--- config.mk ---
export PLATFORM = sky130hd
export DESIGN_NAME = btnsel_top
export DESIGN_NICKNAME = d
export VERILOG_FILES = /design/src/rtl/btnsel_pkg.sv /design/src/rtl/btnsel_debounce.sv /design/src/rtl/btnsel_edge.sv /design/src/rtl/btnsel_fsm.sv /design/src/rtl/btnsel_top.sv
export SDC_FILE = /design/constraint.sdc
export NUM_CORES = 1
export LEC_CHECK = 0
export CAP_MARGIN = 20
export CORE_MARGIN = 1
export CORE_UTILIZATION = 30
export DETAILED_ROUTE_END_ITERATION = 16
export DONT_BUFFER_PORTS = 1
export HOLD_SLACK_MARGIN = 0.1
export MAX_ROUTING_LAYER = met4
export PLACE_DENSITY = 0.54
export SYNTH_ARGS = -nofsm -noshare
export SYNTH_HDL_FRONTEND = slang
export SYNTH_SLANG_ARGS = --single-unit
--- constraint.sdc ---
create_clock -name clk -period 3.33 [get_ports clk]
set_input_delay 0.1665 -clock clk [delete_from_list [all_inputs] [get_ports clk]]
set_output_delay 0.1665 -clock clk [all_outputs]
set_load 0.05 [all_outputs]
--- src/rtl/btnsel_pkg.sv ---
package btnsel_pkg;

   // Width of both selection codes
   localparam int unsigned SEL_W = 2;

   // Filter length in clock cycles for the chosen mode
   function automatic int unsigned filter_limit(input bit sim_mode,
                                                input int unsigned sim_cyc,
                                                input int unsigned clk_hz,
                                                input int unsigned ms);
      if (sim_mode) return sim_cyc;
      return (clk_hz / 1000) * ms;
   endfunction

   // Counter width able to hold 0 .. limit-1
   function automatic int unsigned cnt_width(input int unsigned limit);
      if (limit <= 2) return 1;
      return $clog2(limit);
   endfunction

endpackage

--- src/rtl/btnsel_debounce.sv ---
module btnsel_debounce #(
   parameter int unsigned LIMIT = 4
) (
   input  logic clk,
   input  logic rst_n,
   input  logic raw_i,
   output logic clean_o
);
   import btnsel_pkg::*;

   localparam int unsigned CNT_W = cnt_width(LIMIT);
   localparam logic [CNT_W-1:0] LAST = CNT_W'(LIMIT - 1);

   if (LIMIT < 1) begin : g_bad_limit
      $error("btnsel_debounce: LIMIT must be at least 1");
   end

   logic             meta_q, sync_q;
   logic [CNT_W-1:0] cnt_q;

   // Two-flop synchronizer for the asynchronous pin
   always_ff @(posedge clk or negedge rst_n) begin
      if (!rst_n) begin
         meta_q <= 1'b0;
         sync_q <= 1'b0;
      end else begin
         meta_q <= raw_i;
         sync_q <= meta_q;
      end
   end

   // The output follows only after LIMIT cycles of disagreement
   always_ff @(posedge clk or negedge rst_n) begin
      if (!rst_n) begin
         cnt_q   <= '0;
         clean_o <= 1'b0;
      end else if (sync_q == clean_o) begin
         cnt_q <= '0;
      end else if (cnt_q == LAST) begin
         cnt_q   <= '0;
         clean_o <= sync_q;
      end else begin
         cnt_q <= cnt_q + CNT_W'(1);
      end
   end

   // the output holds whenever the synchronized input agrees with it
   p_agree_holds_r3: assert property (@(posedge clk) disable iff (!rst_n)
      (sync_q == clean_o) |=> $stable(clean_o));

   // a change of the output always follows the synchronized input
   p_change_follows_r3: assert property (@(posedge clk) disable iff (!rst_n)
      !$stable(clean_o) |-> (clean_o == $past(sync_q)));

endmodule

--- src/rtl/btnsel_edge.sv ---
module btnsel_edge #(
   parameter int unsigned WIDTH = 4
) (
   input  logic             clk,
   input  logic             rst_n,
   input  logic [WIDTH-1:0] lvl_i,
   output logic [WIDTH-1:0] rise_o
);
   logic [WIDTH-1:0] lvl_q;

   always_ff @(posedge clk or negedge rst_n) begin
      if (!rst_n) lvl_q <= '0;
      else        lvl_q <= lvl_i;
   end

   for (genvar g = 0; g < WIDTH; g++) begin : g_rise
      assign rise_o[g] = lvl_i[g] & ~lvl_q[g];

      // a rise lasts a single cycle
      p_single_pulse_r9: assert property (@(posedge clk) disable iff (!rst_n)
         rise_o[g] |=> !rise_o[g]);
   end

endmodule

--- src/rtl/btnsel_fsm.sv ---
module btnsel_fsm #(
   parameter int unsigned SEL_W = 2
) (
   input  logic             clk,
   input  logic             rst_n,
   input  logic             clr_lvl_i,
   input  logic             up_lvl_i,
   input  logic             dn_lvl_i,
   input  logic             up_rise_i,
   input  logic             dn_rise_i,
   output logic [SEL_W-1:0] sel_o
);
   typedef enum logic [1:0] {ACT_HOLD, ACT_CLR, ACT_UP, ACT_DN} act_e;

   act_e             act;
   logic [SEL_W-1:0] sel_nxt;

   // Reset wins. A step needs the opposite button to be released.
   always_comb begin
      if (clr_lvl_i)                   act = ACT_CLR;
      else if (up_rise_i && !dn_lvl_i) act = ACT_UP;
      else if (dn_rise_i && !up_lvl_i) act = ACT_DN;
      else                             act = ACT_HOLD;
   end

   always_comb begin
      unique case (act)
         ACT_CLR: sel_nxt = '0;
         ACT_UP:  sel_nxt = sel_o + SEL_W'(1);
         ACT_DN:  sel_nxt = sel_o - SEL_W'(1);
         default: sel_nxt = sel_o;
      endcase
   end

   always_ff @(posedge clk or negedge rst_n) begin
      if (!rst_n) sel_o <= '0;
      else        sel_o <= sel_nxt;
   end

   p_clear_r2: assert property (@(posedge clk) disable iff (!rst_n)
      clr_lvl_i |=> (sel_o == '0));

   p_step_up_r4: assert property (@(posedge clk) disable iff (!rst_n)
      (!clr_lvl_i && up_rise_i && !dn_lvl_i) |=> (sel_o == SEL_W'($past(sel_o) + 1)));

   p_step_dn_r5: assert property (@(posedge clk) disable iff (!rst_n)
      (!clr_lvl_i && dn_rise_i && !up_lvl_i) |=> (sel_o == SEL_W'($past(sel_o) - 1)));

   p_both_hold_r7: assert property (@(posedge clk) disable iff (!rst_n)
      (!clr_lvl_i && up_lvl_i && dn_lvl_i) |=> $stable(sel_o));

   p_no_rise_hold_r6: assert property (@(posedge clk) disable iff (!rst_n)
      (!clr_lvl_i && !up_rise_i && !dn_rise_i) |=> $stable(sel_o));

endmodule

--- src/rtl/btnsel_top.sv ---
module btnsel_top #(
   parameter int unsigned N_BTN            = 4,
   parameter int unsigned N_SW             = 4,
   parameter bit          SIM_MODE         = 1'b1,
   parameter int unsigned SIM_DEBOUNCE_CYC = 4,
   parameter int unsigned CLK_HZ           = 50_000_000,
   parameter int unsigned HW_DEBOUNCE_MS   = 10,
   parameter int unsigned IDX_UP           = 0,
   parameter int unsigned IDX_DN           = 1,
   parameter int unsigned IDX_CLR          = 3
) (
   input  logic                          clk,
   input  logic                          rst_n,
   input  logic [N_BTN-1:0]              btn_raw_i,
   input  logic [N_SW-1:0]               sw_raw_i,
   output logic [N_BTN-1:0]              btn_clean_o,
   output logic                          reset_pulse_o,
   output logic [btnsel_pkg::SEL_W-1:0]  fct_sel_o,
   output logic [btnsel_pkg::SEL_W-1:0]  par_sel_o
);
   import btnsel_pkg::*;

   localparam int unsigned LIMIT = filter_limit(SIM_MODE, SIM_DEBOUNCE_CYC,
                                                CLK_HZ, HW_DEBOUNCE_MS);

   // Elaboration checks on the configuration
   if (N_SW < SEL_W) begin : g_bad_sw
      $error("btnsel_top: N_SW must cover the selection width");
   end
   if (IDX_UP >= N_BTN || IDX_DN >= N_BTN || IDX_CLR >= N_BTN) begin : g_bad_idx
      $error("btnsel_top: button index out of range");
   end
   if (IDX_UP == IDX_DN || IDX_UP == IDX_CLR || IDX_DN == IDX_CLR) begin : g_dup_idx
      $error("btnsel_top: button roles must be distinct");
   end
   if (LIMIT < 1) begin : g_bad_lim
      $error("btnsel_top: filter limit must be at least 1");
   end

   logic [N_BTN-1:0] rise;

   // One filter per button
   for (genvar g = 0; g < N_BTN; g++) begin : g_filt
      btnsel_debounce #(.LIMIT(LIMIT)) i_filt (
         .clk     (clk),
         .rst_n   (rst_n),
         .raw_i   (btn_raw_i[g]),
         .clean_o (btn_clean_o[g])
      );
   end

   btnsel_edge #(.WIDTH(N_BTN)) i_edge (
      .clk    (clk),
      .rst_n  (rst_n),
      .lvl_i  (btn_clean_o),
      .rise_o (rise)
   );

   btnsel_fsm #(.SEL_W(SEL_W)) i_fsm (
      .clk       (clk),
      .rst_n     (rst_n),
      .clr_lvl_i (btn_clean_o[IDX_CLR]),
      .up_lvl_i  (btn_clean_o[IDX_UP]),
      .dn_lvl_i  (btn_clean_o[IDX_DN]),
      .up_rise_i (rise[IDX_UP]),
      .dn_rise_i (rise[IDX_DN]),
      .sel_o     (fct_sel_o)
   );

   assign reset_pulse_o = rise[IDX_CLR];

   always_ff @(posedge clk or negedge rst_n) begin
      if (!rst_n) par_sel_o <= '0;
      else        par_sel_o <= sw_raw_i[SEL_W-1:0];
   end

   p_par_follows_r8: assert property (@(posedge clk) disable iff (!rst_n)
      1'b1 |=> (par_sel_o == $past(sw_raw_i[SEL_W-1:0])));

   p_pulse_on_rise_r9: assert property (@(posedge clk) disable iff (!rst_n)
      reset_pulse_o |-> btn_clean_o[IDX_CLR]);

   always_comb begin
      if (!rst_n) begin
         a_reset_zero_r1: assert (fct_sel_o == '0 && par_sel_o == '0);
      end
   end

endmodule

## After elaboration in Yosys (flattened, before gate mapping)

Cells that the tools add are included.

| cells by class | value |
|---|---|
| add/sub/neg operators | 6 |
| multiply operators | 0 |
| div/mod/pow operators | 0 |
| order comparisons | 0 |
| equality and inequality tests | 11 |
| shift operators | 0 |
| mux-type cells | 12 |
| bitwise gates (word level) | 10 |
| reduce and logical (&&, ||, !) cells | 9 |

Operators with widths:

| kind | count |
|---|---|
| 2-bit two-way mux | 11 |
| 2-bit == test, second input constant | 6 |
| 2-bit by 1-bit adder with 2-bit output, second input constant | 5 |
| 2-bit AND reduction | 4 |
| 1-bit NOT | 7 |
| 2-bit case mux with 3 select lines | 1 |
| 1-bit == test | 4 |
| 1-bit AND | 3 |
| 3-bit nonzero test | 1 |
| 2-bit by 1-bit == test with 1-bit output, second input constant | 1 |
| 1-bit logical AND | 2 |
| 1-bit logical NOT | 2 |
| 2-bit by 1-bit subtractor with 2-bit output, second input constant | 1 |

| storage, ports and cells | value |
|---|---|
| flip-flop bits (word level) | 28 |
| latch bits | 0 |
| memory bits (writable) | 0 |
| bits in read-only memories | 0 |
| input bits | 10 |
| output and inout port bits | 9 |
| memories | 0 |

## Depth between registers and ports, before layout

Gate-level depths: netlist of the first run.

| depth | value |
|---|---|
| depth in word-level cells | 8 |
| gate-level depth with buffers | 3 |
| depth with buffers taken out | 3 |

## Hierarchy

A second synthesis of the first run with hierarchy kept.

| unflattened totals | value |
|---|---|
| cell total of the unflattened synthesis | 65 |
| area, all modules | 1037.2 um2 |

By module, submodules not included:

| module | instances | cells an instance | area each (um2) | sequential area each (um2) |
|---|---|---|---|---|
| btnsel_debounce | 4 | 10 | 173.9 | 125.1 |
| btnsel_edge | 1 | 8 | 155.1 | 100.1 |
| btnsel_fsm | 1 | 15 | 136.4 | 50.0 |
| btnsel_top | 1 | 2 | 50.0 | 50.0 |

## Worst setup path before layout of the first run

Ideal clock, no wire load.

| timing path | value |
|---|---|
| kind | reg2out |
| from | register g_filt[3].i_filt.clean_o |
| to | output port reset_pulse_o |
| arrival time | 1.178 ns |
| path slack | 1.986 ns |
| stages on the path, launching flop included | 2 |
| buffers on the path | 0 |
| cell sequence | dfrtp_1 -> nor2b_1 |

| on the way | value |
|---|---|
| word-level cells in the longest chain between the ends | 1 |

RTL lines:

| what | line | source |
|---|---|---|
| start: declaration | btnsel_debounce.sv:7 | `output logic clean_o` |
| start signal: assignment | btnsel_debounce.sv:41 | `clean_o <= sync_q;` |
| 1-bit AND | btnsel_edge.sv:17 | `assign rise_o[g] = lvl_i[g] & ~lvl_q[g];` |
| end: declaration | btnsel_top.sv:17 | `output logic reset_pulse_o,` |

Every way passes these cells.

## Final worst setup path of the first run

Ends and elaborated chain as after synthesis.

==> results.ini, run 1 <==
[worst_setup_path]
crit_chain=nor2b_1
crit_slowest_cell=nor2b_1
cp-start-kind=flip-flop
crit_buf_inv=0
slowest_delay_ns=0.82
endpoint_kind=primary output
worstPathRequired_ns=3.16
path_max_fanout=7
arrival_ns=1.93
critPathKind=flip-flop to primary output
critPathTopFamily=simple AND/OR/NAND/NOR gates

[global_route]
grt_max_degree=28
globalRouteMet2Util=0.1413
grt_usage=0.09430
grt_pass1_wl_um=2283
grt_antenna_before_repair=0
grt_util_met1=0.1106
grt_pass1_vias=489
use_met3=0.01965
grt-busiest-layer=met2
grt_overflow=0

[floorplanning]
dieArea_mm2=0.003533
num_io_pins=19
start_util=0.3190
std_cell_rows=20
fp.dieH_um=59.44
coreArea_mm2=0.003103
die_width_um=59.44

[logic_synthesis]
async_flop_share=1.000
synth-main-ff-cell=dfrtp_1
synth-edff-count=0
synth_top_area_frac=0.6827
synth_commonest_cells=dfrtp_1 (27), buf_4 (4), ha_1 (4), nor3_1 (4)
synth_most_common_cell=dfrtp_1
yosysTopAreaCell=dfrtp_1
postSynthCellCount=62
synth_area_leaders=dfrtp_1 (68%), ha_1 (5.1%), mux2_1 (3.4%), buf_4 (3.0%), nor3b_2 (2.5%)
synth_seq_cells=27
ys_types=16
synth_area_um2=989.7
synth_warnings=0
postSynthNetCount=76
seq_area_frac_synth=0.6827
syn_avg_cell_area_um2=15.96

[placement]
gp_congestion=0.6490
dp_slack_ns=1.576
post_dp_cell_area_mm2=0.001015
dp.cells=102
port_buffers=0

[final_layout]
synthToLayoutAreaGrowth_pct=14.29
fin_util=0.3645
layout.nets=85
fin_area_mm2=0.001131
diodes=0
fin_cells=114
drive_gt1_frac=0.1429

[sta]
drv_slew=0
fmax_ghz=0.4773
final.setup_skew_ns=0.007006
rsz0062_at_grt=no
worstMarginPinSlew_ns=0.9251
setup_viol=0
hold_slack_ns=0.2634
slew_headroom=0.3820
fin_ws_ns=1.235
finalCriticalPeriod_ns=2.095
tns_ns=0
hold_viol=0
fin_crit_sh=0.6292

[pwr]
power_density_mw_per_mm2=874.9
ir_drop_mv=0.1970
leakagePower_nw=0.4960
finalPower_mw=0.9896

[clocking]
cts.sinks=27
cts_buffers=3
cts_setup_buffers=0
worstSkewPairLatency_ns=0.31
clockBufferDepth=2
clkTransAtPathRegs_ns=0.14
cts_root_buffer=clkbuf_4
cts_tree=built
htree_levels=1

[detailed_routing]
drt_iter0_markers=24
routed-via-count=484
route.antenna.remaining_nets=0
routedWlPerCell_um=11.86
vias_per_cell=4.246
post-route-drc-count=0
wl_um=1352
dr.pass1.iters=2

[run_status]
status=finished, final reports clean

[flow_run]
drv_cap=0

[worst_hold_path]
worstHoldPathType=input pin to asynchronous set/reset pin

state kept, by name, summed over array words and instances (netlist names):
signal,count
g_filt.i_filt.sync_q,4
i_fsm.sel_o,2
i_edge.lvl_q,3
g_filt.i_filt.clean_o,4
g_filt.i_filt.cnt_q,8
par_sel_o,2
g_filt.i_filt.meta_q,4
kinds of logic (layout without fill, tap and decap cells):
family,Yosys count,in the layout,share of synthesized area
AO/OA/AOI/OAI,2,2,0.01517
XOR/XNOR,4,4,0.03540
flip-flops,27,27,0.6827
buffers and inverters,4,12,0.03034
multiplexers,4,4,0.04551
AND/OR/NAND/NOR,17,17,0.1403
adder cells (fa/ha/maj),4,4,0.05057
layout make-up:
class | count | area, µm²
Fill cell | 315 | 1972
Sequential cell | 27 | 675.6
Multi-Input combinational cell | 31 | 284.0
Timing Repair Buffer | 8 | 90.09
Tap cell | 44 | 55.05
Clock buffer | 4 | 26.28
power breakdown:
group	total, mW	switching (mW)	internal (mW)	leakage [nW]
clock network	0.135	0.0885	0.0468	0.0150
registers	0.638	0.216	0.422	0.329
logic	0.216	0.0977	0.118	0.152
cells in the final DEF (no fill, tap or decap), types with 3 or more instances in the layout:
cell type / synthesis / final
nor2b_1: 3 / 3
mux2_1: 3 / 3
clkbuf_4: 0 / 3
dfrtp_1: 27 / 27
ha_1: 4 / 4
nor3_1: 4 / 4
dlygate4sd3_1: 0 / 7
routing by layer:
metal  share of wire  up-vias
met3           0.032        2
met2            0.49       11
met1            0.45      246
li1                -      225
met5               0        -
met4           0.018        0
path summary, 6_finish.rpt:
check	from	to	slack (ns)	cells past startpoint
hold / removal	rst_n	g_filt[0].i_filt.cnt_q[1]	0.26	2
hold reg to reg	g_filt[2].i_filt.meta_q	g_filt[2].i_filt.sync_q	0.36	0
setup / recovery	g_filt[3].i_filt.clean_o	reset_pulse_o	1.23	1
max in group asynchronous	rst_n	g_filt[0].i_filt.meta_q	2.91	2
setup reg to reg	g_filt[1].i_filt.clean_o	i_fsm.sel_o[0]	1.84	3
min in group clk	g_filt[2].i_filt.meta_q	g_filt[2].i_filt.sync_q	0.36	0
what timing repair did:
action                                  4_1_cts  5_1_grt
hold endpoints to repair                     33        0
resized for setup                             0        0
endpoints found under the setup margin        0        0
hold buffers                                  8        0
(Power assumes the default switching activity.)
==> run 2, diff against run 1 <==
==> constraint.sdc (replaced) <==
create_clock -name clk -period 2 [get_ports clk]
set_input_delay 0.1 -clock clk [delete_from_list [all_inputs] [get_ports clk]]
set_output_delay 0.1 -clock clk [all_outputs]
set_load 0.05 [all_outputs]
==> run 2 against run 1 <==
  * First-iteration DRC count shrank 13%
  * Hold slack lost 0.067 ns
  * Count of clock-buffer cells in the layout shrank 1
  * Global-route usage shrank 0.40 points
  * Via count grew 1.2%
  * Final area grew 2.8%
  * Wire length shrank 3.8%
  * Sequential share of layout area shrank 1.6 points
  * Clock power grew 67%
  * Sequential power grew 54%
  * Highest routed layer unchanged
==> results.ini, run 2 (synthesized netlist as in run 1, its figures left out) <==
[flow_run]
drv_cap=0

[clocking]
clockBufferDepth=2
cts_tree=built
cts.sinks=27
htree_levels=1
cts_setup_buffers=0
cts_root_buffer=clkbuf_4
cts_buffers=3
clkTransAtPathRegs_ns=0.14
worstSkewPairLatency_ns=0.32

[pwr]
power_density_mw_per_mm2=1468
ir_drop_mv=0.3136
leakagePower_nw=0.5186

[sta]
finalCriticalPeriod_ns=1.360
final.setup_skew_ns=0.008738
hold_viol=0
slew_headroom=0.6100
hold_slack_ns=0.1963
tns_ns=0
setup_viol=0
rsz0062_at_grt=no
drv_slew=0
fmax_ghz=0.7352
worstMarginPinSlew_ns=0.5849
fin_crit_sh=0.6801

[placement]
post_dp_cell_area_mm2=0.001045
hpwl_um=919.5
gp_congestion=0.6443
dp.cells=106
port_buffers=0

[global_route]
grt_pass1_vias=533
grt_usage=0.09030
grt_overflow=0
grt_pass1_wl_um=2208
grt_antenna_before_repair=0
grt_max_degree=28

[floorplanning]
coreArea_mm2=0.003103
std_cell_rows=20
num_io_pins=19
die_width_um=59.44
fp.dieH_um=59.44
start_util=0.3190
dieArea_mm2=0.003533

[final_layout]
drive_gt1_frac=0.2027
diodes=0
multi_input_area_um2=284.0
fin_cells=118
synthToLayoutAreaGrowth_pct=17.45
fillCellCount=312
fin_area_mm2=0.001162
layout_commonest_cell=dfrtp_1
layout.nets=89
top_register=g_filt.i_filt.cnt_q
mostFrequentLayoutCells=dfrtp_1 (27), dlygate4sd3_1 (7), nor3_1 (4), ha_1 (4), buf_4 (4)
ff_latch_area_um2=675.6
largest_reg_flops=8

[worst_setup_path]
cp-start-kind=flip-flop
path_max_fanout=6
endpoint_kind=flip-flop
arrival_ns=1.58
worstPathRequired_ns=2.22
critPathKind=flip-flop to flip-flop
ff2ff_path_depth=3

[detailed_routing]
vias_per_cell=4.153
routed-via-count=490
dr.pass1.iters=4
wl_um=1301
post-route-drc-count=0
drt_iter0_markers=21
route.antenna.remaining_nets=0
routedWlPerCell_um=11.03

[run_status]
status=finished, final reports clean

[worst_hold_path]
worstHoldPathType=input pin to asynchronous set/reset pin

-- run 2: changes by cell type in the layout (fill, tap and decap cells not counted) --
cell / delta
buf_4: +4
clkbuf_1: -1
clkinv_2: +1
-- run 2: stage by stage --
step,setup slack [ns],util,power [mW]
after floorplan,0.7224,-,1.399
after global placement,0.6659,0.3367,1.457
after detailed placement,0.6435,0.3367,1.477
after CTS,0.6210,0.3746,1.740
after global routing,0.5406,0.3746,1.832
final,0.6398,0.3746,1.706
-- run 2: layer usage --
metal / wire [µm] / vias up / part of all wire / track usage
li1: - / 234 / - / -
met1: 605 / 243 / 0.47 / 0.08635
met2: 612 / 11 / 0.47 / 0.1573
met3: 59 / 2 / 0.045 / 0.01747
met4: 24 / 0 / 0.018 / 0.07143
met5: 0 / - / 0 / -
-- run 2: what timing repair did --
item / CTS / global route
hold buffers: 8 / 0
hold endpoints to repair: 33 / 0
resized for setup: 0 / 0
-- run 2: path summary, 6_finish.rpt --
| kind | startpoint | end | slack [ns] |
|---|---|---|---|
| worst max-delay path | g_filt[0].i_filt.clean_o | i_fsm.sel_o[1] | 0.64 |
| worst min-delay path | rst_n | i_fsm.sel_o[1] | 0.20 |
| worst max register to register | g_filt[0].i_filt.clean_o | i_fsm.sel_o[1] | 0.64 |
| worst min register to register | g_filt[0].i_filt.meta_q | g_filt[0].i_filt.sync_q | 0.36 |
| max in group asynchronous | rst_n | g_filt[0].i_filt.sync_q | 1.65 |
| min in group clk | btn_raw_i[3] | g_filt[3].i_filt.meta_q | 0.32 |
-- run 2: worst max-delay path, cell delays in order (launching register included) --
cell and delay (ns):
dfrtp_1 0.63, and4bb_1 0.34, nor3_1 0.22, nor3_2 0.07
-- run 2: power by group --
part,internal [mW],switching [mW]
clock network,0.0748,0.150
registers,0.704,0.277
logic,0.247,0.253
total,1.03,0.680
-- run 2: area by class of cell --
type                    instances  share of cell area
flip-flops and latches         27              0.5813
multi-input cells              31              0.2443
repair buffers                 12              0.1033
well taps                      44             0.04736
clock buffers                   3             0.01938
clock inverters                 1            0.004306
